[src/rtl/sqw_rate_pkg.sv]
package sqw_rate_pkg;
  localparam int NUM_CODES = 16;
  localparam logic [2:0] OSC_RUN     = 3'b010;
  localparam logic [2:0] OSC_RUN_RAW = 3'b011;

  // divider stage driving a given rate code; stage n has period 2^(n+1) refs
  function automatic int tap_index(int code);
    if (code >= 3) return code - 2;
    else           return code + 5;
  endfunction
endpackage

[src/rtl/sqw_div_chain.sv]
module sqw_div_chain #(
  parameter int DIV_W = 15
) (
  input  logic             clk,
  input  logic             rst,
  input  logic             clr,
  input  logic             inc,
  output logic [DIV_W-1:0] cnt,
  output logic             tick
);
  localparam int MSB = DIV_W - 1;
  logic msb_q;

  always_ff @(posedge clk) begin
    if (rst || clr) begin
      cnt   <= '0;
      msb_q <= 1'b0;
      tick  <= 1'b0;
    end else begin
      if (inc) cnt <= cnt + 1'b1;
      msb_q <= cnt[MSB];
      tick  <= msb_q & ~cnt[MSB];
    end
  end


  div_clear_chk: assert property (@(posedge clk) disable iff (rst)
    clr |=> (cnt == '0));

  tick_single_chk: assert property (@(posedge clk) disable iff (rst)
    tick |=> !tick);
endmodule

[src/rtl/sqw_tap_mux.sv]
module sqw_tap_mux
  import sqw_rate_pkg::*;
#(
  parameter int DIV_W  = 15,
  parameter int RATE_W = 4
) (
  input  logic [DIV_W-1:0]  cnt,
  input  logic [RATE_W-1:0] code,
  output logic              tap
);
  logic [NUM_CODES-1:0] taps;

  for (genvar c = 0; c < NUM_CODES; c++) begin : g_tap
    if (c == 0) begin : g_off
      assign taps[c] = 1'b0;
    end else begin : g_on
      localparam int IDX = tap_index(c);
      assign taps[c] = cnt[IDX];
    end
  end

  assign tap = taps[code];
endmodule

[src/rtl/sqw_out_stage.sv]
module sqw_out_stage (
  input  logic clk,
  input  logic rst,
  input  logic run,
  input  logic tap,
  input  logic sq_en,
  input  logic bypass,
  input  logic ref_in,
  output logic sq_out,
  output logic per_pulse
);
  logic tap_q;

  always_ff @(posedge clk) begin
    if (rst) begin
      tap_q     <= 1'b0;
      per_pulse <= 1'b0;
      sq_out    <= 1'b0;
    end else begin
      tap_q     <= run & tap;
      per_pulse <= run & tap & ~tap_q;
      sq_out    <= bypass ? ref_in : (sq_en & run & tap);
    end
  end


  sq_gate_chk: assert property (@(posedge clk) disable iff (rst)
    !sq_en |=> !sq_out);

  pulse_single_chk: assert property (@(posedge clk) disable iff (rst)
    per_pulse |=> !per_pulse);

  pulse_edge_chk: assert property (@(posedge clk) disable iff (rst)
    (sq_en && !bypass) |=> (per_pulse -> sq_out));

  byp_follow_chk: assert property (@(posedge clk) disable iff (rst)
    bypass |=> (sq_out == $past(ref_in)));
endmodule

[src/rtl/sqw_rate_divider.sv]
module sqw_rate_divider
  import sqw_rate_pkg::*;
#(
  parameter int DIV_W  = 15,
  parameter int RATE_W = 4,
  parameter int OSC_W  = 3
) (
  input  logic              clk,
  input  logic              rst,
  input  logic              ref_in,
  input  logic [RATE_W-1:0] rate_code,
  input  logic [OSC_W-1:0]  osc_ctl,
  input  logic              sq_en,
  input  logic              k32_en,
  output logic              sq_out,
  output logic              per_pulse,
  output logic              tick_1hz
);
  logic             ref_q;
  logic             ref_rise;
  logic             run;
  logic             bypass;
  logic             tap;
  logic [DIV_W-1:0] cnt;

  always_ff @(posedge clk) begin
    if (rst) ref_q <= 1'b0;
    else     ref_q <= ref_in;
  end

  assign ref_rise = ref_in & ~ref_q;
  assign run      = (osc_ctl == OSC_RUN) || (osc_ctl == OSC_RUN_RAW);
  assign bypass   = (osc_ctl == OSC_RUN_RAW) && sq_en && k32_en;

  sqw_div_chain #(.DIV_W(DIV_W)) u_div (
    .clk  (clk),
    .rst  (rst),
    .clr  (!run),
    .inc  (ref_rise),
    .cnt  (cnt),
    .tick (tick_1hz)
  );

  sqw_tap_mux #(.DIV_W(DIV_W), .RATE_W(RATE_W)) u_mux (
    .cnt  (cnt),
    .code (rate_code),
    .tap  (tap)
  );

  sqw_out_stage u_out (
    .clk       (clk),
    .rst       (rst),
    .run       (run),
    .tap       (tap),
    .sq_en     (sq_en),
    .bypass    (bypass),
    .ref_in    (ref_in),
    .sq_out    (sq_out),
    .per_pulse (per_pulse)
  );


  code_zero_chk: assert property (@(posedge clk) disable iff (rst)
    (rate_code == '0) |=> !per_pulse);

  halt_quiet_chk: assert property (@(posedge clk) disable iff (rst)
    !run |=> (!per_pulse && !tick_1hz && !sq_out));
endmodule

[config.mk]
export PLATFORM = sky130hd
export DESIGN_NAME = sqw_rate_divider
export DESIGN_NICKNAME = d
export VERILOG_FILES = /design/src/rtl/sqw_rate_pkg.sv /design/src/rtl/sqw_div_chain.sv /design/src/rtl/sqw_tap_mux.sv /design/src/rtl/sqw_out_stage.sv /design/src/rtl/sqw_rate_divider.sv
export SDC_FILE = /design/constraint.sdc
export NUM_CORES = 1
export LEC_CHECK = 0
export CAP_MARGIN = 0
export CORE_UTILIZATION = 25
export DETAILED_ROUTE_END_ITERATION = 16
export HOLD_SLACK_MARGIN = 0.1
export PLACE_DENSITY = 0.48
export SYNTH_ARGS = -nofsm -noshare
export SYNTH_HDL_FRONTEND = slang
export SYNTH_SLANG_ARGS = --single-unit
[constraint.sdc]
create_clock -name clk -period 3.6 [get_ports clk]
set_input_delay 0.72 -clock clk [delete_from_list [all_inputs] [get_ports clk]]
set_output_delay 0.72 -clock clk [all_outputs]
set_load 0.02 [all_outputs]
# == Word-level counts from Yosys, hierarchy flattened ==
# Index checks and enable logic that the tools add are counted.
# op_classes
reduce_logical,5
mux,3
div_mod_pow,0
shift,0
bitwise,9
n_lt_le_gt_ge,1
n_mul,0
eq_ne,2
addsub,1
# op_table
cell,count
adder 15 x 1 -> 15 bit (second input constant),1
bitwise AND 1 bit,6
== test 3 x 2 -> 1 bit (second input constant),2
< comparator 4 x 5 -> 1 bit (second input constant),1
binary-select mux 1 bit (select 4 bit),1
inverter 1 bit,3
logical AND 1 bit,2
logical OR 1 bit,2
two-way mux 1 bit,2
logical NOT 1 bit,1
# totals
latch_bits,0
register_bits,21
rom_bits,0
elab_cells,28
out_inout_bits,3
input_bits,12
ram_bits,0
n_memories,0

# == Depth between registers and ports, before layout ==
# Gate-level depths: netlist of the first run.
# logic_depth
ltp_word,5
depth_mapped,5
depth_no_buf,5

# == Hierarchy ==
# Synthesis of the first run repeated with hierarchy kept, for this count alone.
# hier_totals
hier_cells,109
hier_area_um2,1069.8
# by_module_without_submodules
mod,instances,seq_area_each_um2,area_each_um2,cells_per_inst
sqw_div_chain,1,340.3,778.2,83
sqw_tap_mux,1,0.0,140.1,10
sqw_out_stage,1,60.1,90.1,9
sqw_rate_divider,1,20.0,61.3,7

# == Worst setup path after synthesis of the first run ==
# Ideal clock, no wire load.
# synth_timing
path_kind,in2reg
startpoint,input rate_code[2]
endpoint,register u_out.per_pulse
slack_ns,1.801
required_time_ns,3.484
setup_ns,0.116
path_stages,5
path_buffers,1
arrival_time_ns,1.683
path_cell_list,buf_6 > mux2_2 > a221oi_1 > a2111o_1 > a21oi_1
# synth_between
elab_chain_cells,4
# synth_lines
element,line,source
from (decl),sqw_rate_divider.sv:11,"input logic [RATE_W-1:0] rate_code,"
binary-select mux 1 bit (select 4 bit),sqw_tap_mux.sv:22,assign tap = taps[code];
two-way mux 1 bit (not written as such),sqw_tap_mux.sv:22,
bitwise AND 1 bit (2 in a row),sqw_out_stage.sv:21,per_pulse <= run & tap & ~tap_q;
to (signal assigned),sqw_out_stage.sv:21,
to (decl),sqw_out_stage.sv:10,output logic per_pulse
# Every way passes these cells. The select of a mux whose other input is x is not followed.
# A chain may end at the register's enable or synchronous reset.

# == Worst setup path in the final report of the first run ==
# Ends and elaborated chain as after synthesis.

==> metrics.yaml, run 1 <==
worst_hold_path:
  min_to: "u_out.per_pulse"
  hp-class: "flip-flop to flip-flop"
  hp-start: "u_out.tap_q"
  holdPathStages: 1
place:
  dpl_worst_slack_ns: 1.10
  numPortBuffers: 14
  hpwl_um: 1700
  placed_cell_area_um2: 1260
  place_congestion: 0.762
route:
  vias_per_cell: 4.71
  dr.pass1.iters: 4
  routed_wl_um: 2250
  ant_nets: 0
  drt-initial-drc-count: 36
  via_count: 834
  drc: 0
  post_drt_wl_per_cell_um: 12.7
sta:
  setup_viol: 0
  hold_viol: 0
  slew_headroom: 0.699
  finalClockSkew_ns: 0.00106
  finalMaxSlewViolations: 0
  finalCritPeriodShare: 0.619
  rsz0062_at_grt: "false"
  fin_ws_ns: 1.37
  fmax_mhz: 449
  min_period_ns: 2.23
  tns_ns: 0
  tightest_slew_ns: 0.449
grt:
  grt_pass1_wl_um: 3820
  grt-ovfl-total: 0
  grt_pass1_vias: 816
  grt_max_degree: 17
  antenna_found_initial: 0
  grt.total_usage: 0.113
floorplanning:
  rows: 23
  die_area_um2: 4570
  io_pins: 15
  initial_core_util: 0.265
  core_area_um2: 4060
  fp.dieH_um: 67.6
  die_w_um: 67.6
setup_path:
  path_max_fanout: 7
  crit_type: "primary input to flip-flop"
  cp-start-kind: "primary input"
  endpoint_kind: "flip-flop"
  crit_arrival_ns: 2.38
  reg2reg_from: "u_div.cnt[1]"
  r2r_slack_ns: 1.97
  ff2ff_path_depth: 5
  cp_data_required_time_ns: 3.76
  timing.rr.end: "u_div.cnt[14]"
clock_network:
  cts-htree-levels: 1
  postCtsResizedCells: 0
  cts_inserted_buffers: 3
  cts_setup_buffers: 0
  clock_sinks: 21
  cts_root_buffer: "clkbuf_8"
  cts_tree: "built"
  cts_hold_buffers: 0
  cts.clk_slew.worst_paths_ns: 0.08
  cts_buffer_depth: 2
  clk-insertion-delay-late_ns: 0.26
logic_synthesis:
  yosysSeqAreaShare: 0.391
  syn_inst: 112
  syn-cell-area_um2: 1070
  synth_area_leader_cell: "dfxtp_1"
  yosysWarnings: 0
  synth.distinct_cells: 38
  synth_top_area_share: 0.391
  avgSynthCellArea_um2: 9.60
  ys_seq_elements: 21
  synth_nets: 125
  synthTopCellsByArea: "dfxtp_1, xnor2_1, nor2_1"
power:
  p_per_area_nw_per_um2: 326
  irDropWorstVdd_uv: 264
  power.leakage_nw: 0.449
final_layout:
  utilization: 0.321
  n_antenna_cell: 0
  nets: 141
  design_area_um2: 1300
  final_layout_size_suffix_gt1_frac: 0.118
  area_growth_pct: 21.3
status:
  status: "finished clean"
run:
  maxCapViolCount: 0
==> worst max-delay path, stage by stage <==
cell and delay, ns:
clkdlybuf4s50_1 0.63, mux2_2 0.37, a221oi_1 0.39, a2111o_1 0.19
a21oi_1 0.07
==> where the power goes <==
group / internal [W] / switching (W) / total, W
Clock: 0.0000788 / 0.0000769 / 0.000156
Combinational: 0.0000193 / 0.0000155 / 0.0000348
Sequential: 0.000233 / 0.000000826 / 0.000234
Total: 0.000332 / 0.0000933 / 0.000425
==> layer usage <==
| layer | vias up | wire length (um) | part of all wire | GRT usage |
|---|---|---|---|---|
| met2 | 15 | 992 | 0.44 | 0.181 |
| met1 | 386 | 1120 | 0.50 | 0.143 |
| met3 | 2 | 120 | 0.053 | 0.0439 |
| li1 | 431 | - | - | - |
| met5 | - | 0 | 0 | 0 |
| met4 | 0 | 10 | 0.0045 | 0.0239 |
==> logic make-up (layout without fill, tap and decap cells) <==
| group | after synthesis | in the layout | synth area share |
|---|---|---|---|
| simple gates | 54 | 54 | 0.298 |
| flops | 21 | 21 | 0.391 |
| compound gates | 11 | 11 | 0.0792 |
| xor+xnor | 11 | 11 | 0.0896 |
| mux | 7 | 7 | 0.0990 |
| buf+inv | 7 | 22 | 0.0314 |
| fa+ha+maj | 1 | 1 | 0.0116 |
==> cells in the final DEF (no fill, tap or decap), types with 2 or more instances in the layout <==
cell type / count
mux2i_1: 2
inv_1: 4
nor4_1: 3
nor3b_1: 2
nand4b_1: 3
xor2_1: 2
nand2_1: 8
a21oi_1: 3
nor2_1: 17
nor2b_1: 3
mux4_1: 2
clkbuf_8: 3
xnor2_1: 9
clkdlybuf4s50_1: 14
nor3_1: 4
mux2_2: 3
dfxtp_1: 21
nand3_1: 3
==> synth_stat cells <==
cell,count
xor2_1,2
nor3_1,4
mux4_1,2
nor3b_2,1
a2111o_1,1
and2b_2,1
nor2b_1,3
nand3_2,1
a221oi_1,1
nor3b_1,2
ha_1,1
mux2_2,3
a41o_1,1
dfxtp_1,21
and3_2,1
nand3_1,3
nand4_2,1
nor4_4,1
a21oi_1,3
a31o_2,1
xnor2_1,9
o2111ai_1,1
inv_1,4
and2_1,1
nand2_1,8
and4bb_2,1
nor4_1,3
nand4_1,1
mux2i_1,2
nand4b_1,3
buf_6,1
nor2_1,17
or3b_2,1
a211oi_1,1
a31oi_1,1
clkbuf_1,2
a211o_1,1
nand2b_1,1
==> final cells by class <==
type / count / area [um2]
clock buffer: 4 / 45.0
fill: 415 / 2750
inverter: 4 / 15.0
multi-input combinational: 84 / 621
sequential: 21 / 420
tap: 50 / 62.6
timing repair buffer: 14 / 140
==> through the flow <==
stage,hold slack [ns],power (W),std cells
5_1_grt,0.394,0.000442,177
4_1_cts,0.384,0.000432,177
3_3_place_gp,0.386,0.000274,173
3_5_place_dp,0.373,0.000275,173
2_1_floorplan,0.365,0.000256,112
6_report,0.382,0.000425,177
==> registers in the layout, summed over array words and instances, names as in the netlist <==
name and cells:
ref_q 1, u_div.cnt 15, u_div.msb_q 1, u_div.tick 1, u_out.per_pulse 1, u_out.sq_out 1
u_out.tap_q 1
==> worst max-delay path by stage <==
stage / slack, ns / to / start / cells past startpoint
3_3_place_gp: 1.17 / u_out.per_pulse / rate_code[0] / 5
6_report: 1.37 / u_out.per_pulse / rate_code[2] / 5
4_1_cts: 1.38 / u_out.per_pulse / rate_code[2] / 5
2_1_floorplan: 1.80 / u_out.per_pulse / rate_code[2] / 5
3_5_place_dp: 1.10 / u_out.per_pulse / rate_code[2] / 5
5_1_grt: 1.34 / u_out.per_pulse / rate_code[2] / 5
No activity file was read; power rests on OpenSTA's default activity.
==> inputs of run 2 (changes only) <==
Clock period 3.6 ns to 2.2 ns, I/O delays scaled along.
==> metrics.yaml, run 2 (same netlist as run 1, synthesis figures left out) <==
status:
  status: "finished clean"
place:
  dpl_worst_slack_ns: 0.0418
  numPortBuffers: 14
  hpwl_um: 1680
  placed_cell_area_um2: 1300
  dp_cells: 178
  place_congestion: 0.757
clock_network:
  cts_tree: "built"
  cts_buffer_depth: 2
  cts_hold_buffers: 0
  clk-insertion-delay-late_ns: 0.27
  postCtsResizedCells: 0
  cts-htree-levels: 1
  cts.clk_slew.worst_paths_ns: 0.08
  cts_inserted_buffers: 3
  cts_setup_buffers: 0
  cts_root_buffer: "clkbuf_8"
  clock_sinks: 21
grt:
  grt_pass1_vias: 842
  antenna_found_initial: 0
  grt_pass1_wl_um: 3870
  grt_max_degree: 17
  grt-ovfl-total: 0
  grt.total_usage: 0.116
power:
  p_per_area_nw_per_um2: 526
  power.leakage_nw: 0.476
  irDropWorstVdd_uv: 209
run:
  maxCapViolCount: 0
setup_path:
  reg2reg_from: "u_div.cnt[1]"
  crit_type: "primary input to flip-flop"
  cp_data_required_time_ns: 2.36
  setup.worst_path.start: "rate_code[0]"
  path_max_fanout: 4
  endpoint_kind: "flip-flop"
  timing.rr.end: "u_div.cnt[14]"
  cp-start-kind: "primary input"
  ff2ff_path_depth: 5
  crit_arrival_ns: 2.04
  r2r_slack_ns: 0.56
floorplanning:
  die_w_um: 67.6
  rows: 23
  die_area_um2: 4570
  fp.dieH_um: 67.6
  core_area_um2: 4060
  initial_core_util: 0.265
  io_pins: 15
final_layout:
  stdcell_count: 182
  design_area_um2: 1340
  area_growth_pct: 24.9
  final_layout_size_suffix_gt1_frac: 0.159
  mostFrequentLayoutCells: "dfxtp_1, nor2_1, clkdlybuf4s50_1"
  layout_commonest_cell: "dfxtp_1"
  n_antenna_cell: 0
  top_register: "u_div.cnt"
  nets: 146
  largest_register_ffs: 15
route:
  post_drt_wl_per_cell_um: 12.5
  routed_wl_um: 2280
  ant_nets: 0
  dr.pass1.iters: 4
  drc: 0
  drt-initial-drc-count: 21
  via_count: 856
  vias_per_cell: 4.70
sta:
  setup_viol: 0
  min_period_ns: 1.88
  hold_viol: 0
  fmax_mhz: 533
  tns_ns: 0
  fin_ws_ns: 0.324
  slew_headroom: 0.742
  rsz0062_at_grt: "false"
  tightest_slew_ns: 0.385
  finalClockSkew_ns: 0.00259
  whs_ns: 0.393
  finalCritPeriodShare: 0.853
  finalMaxSlewViolations: 0
worst_hold_path:
  hp-class: "flip-flop to flip-flop"
  hp-start: "u_out.tap_q"
  holdPathStages: 1
  min_to: "u_out.per_pulse"
## run 2: cell type report
cell class	count	area (um2)
fillers	421	2720
multi-input cells	84	621
flip-flops and latches	21	420
repair buffers	19	178
well taps	50	62.6
clock buffers	3	41.3
inverters	4	15.0
clock inverters	1	5.00
## run 2: power breakdown
group	internal [W]	switching (W)
clock	0.000127	0.000135
combinational	0.0000357	0.0000260
sequential	0.000382	0.00000135
## run 2: worst max-delay path: stages
cell and delay (ns):
clkdlybuf4s50_1 0.56, mux4_1 0.61, mux2_2 0.29, nand3_2 0.08
a21oi_1 0.06
## run 2: worst max path at each step
stage	to	slack, ns	depth (start not counted)
after global placement	u_out.per_pulse	0.08	5
final	u_out.per_pulse	0.32	5
after detailed placement	u_out.per_pulse	0.04	5
after global routing	u_out.per_pulse	0.25	5
after floorplan	u_out.per_pulse	0.68	5
after CTS	u_out.per_pulse	0.32	5
## run 2: per-layer routing
metal	wire, um	vias to the layer above	track usage
li1	-	442	-
met1	1110	393	0.149
met2	1010	16	0.182
met3	108	5	0.0236
met4	53	0	0.0559
met5	0	-	0
## run 2: metrics by stage
step | utilization | total power, W
floorplan | - | 0.000420
global placement | 0.319 | 0.000454
detailed placement | 0.319 | 0.000454
CTS | 0.331 | 0.000716
global route | 0.331 | 0.000737
finish | 0.331 | 0.000706
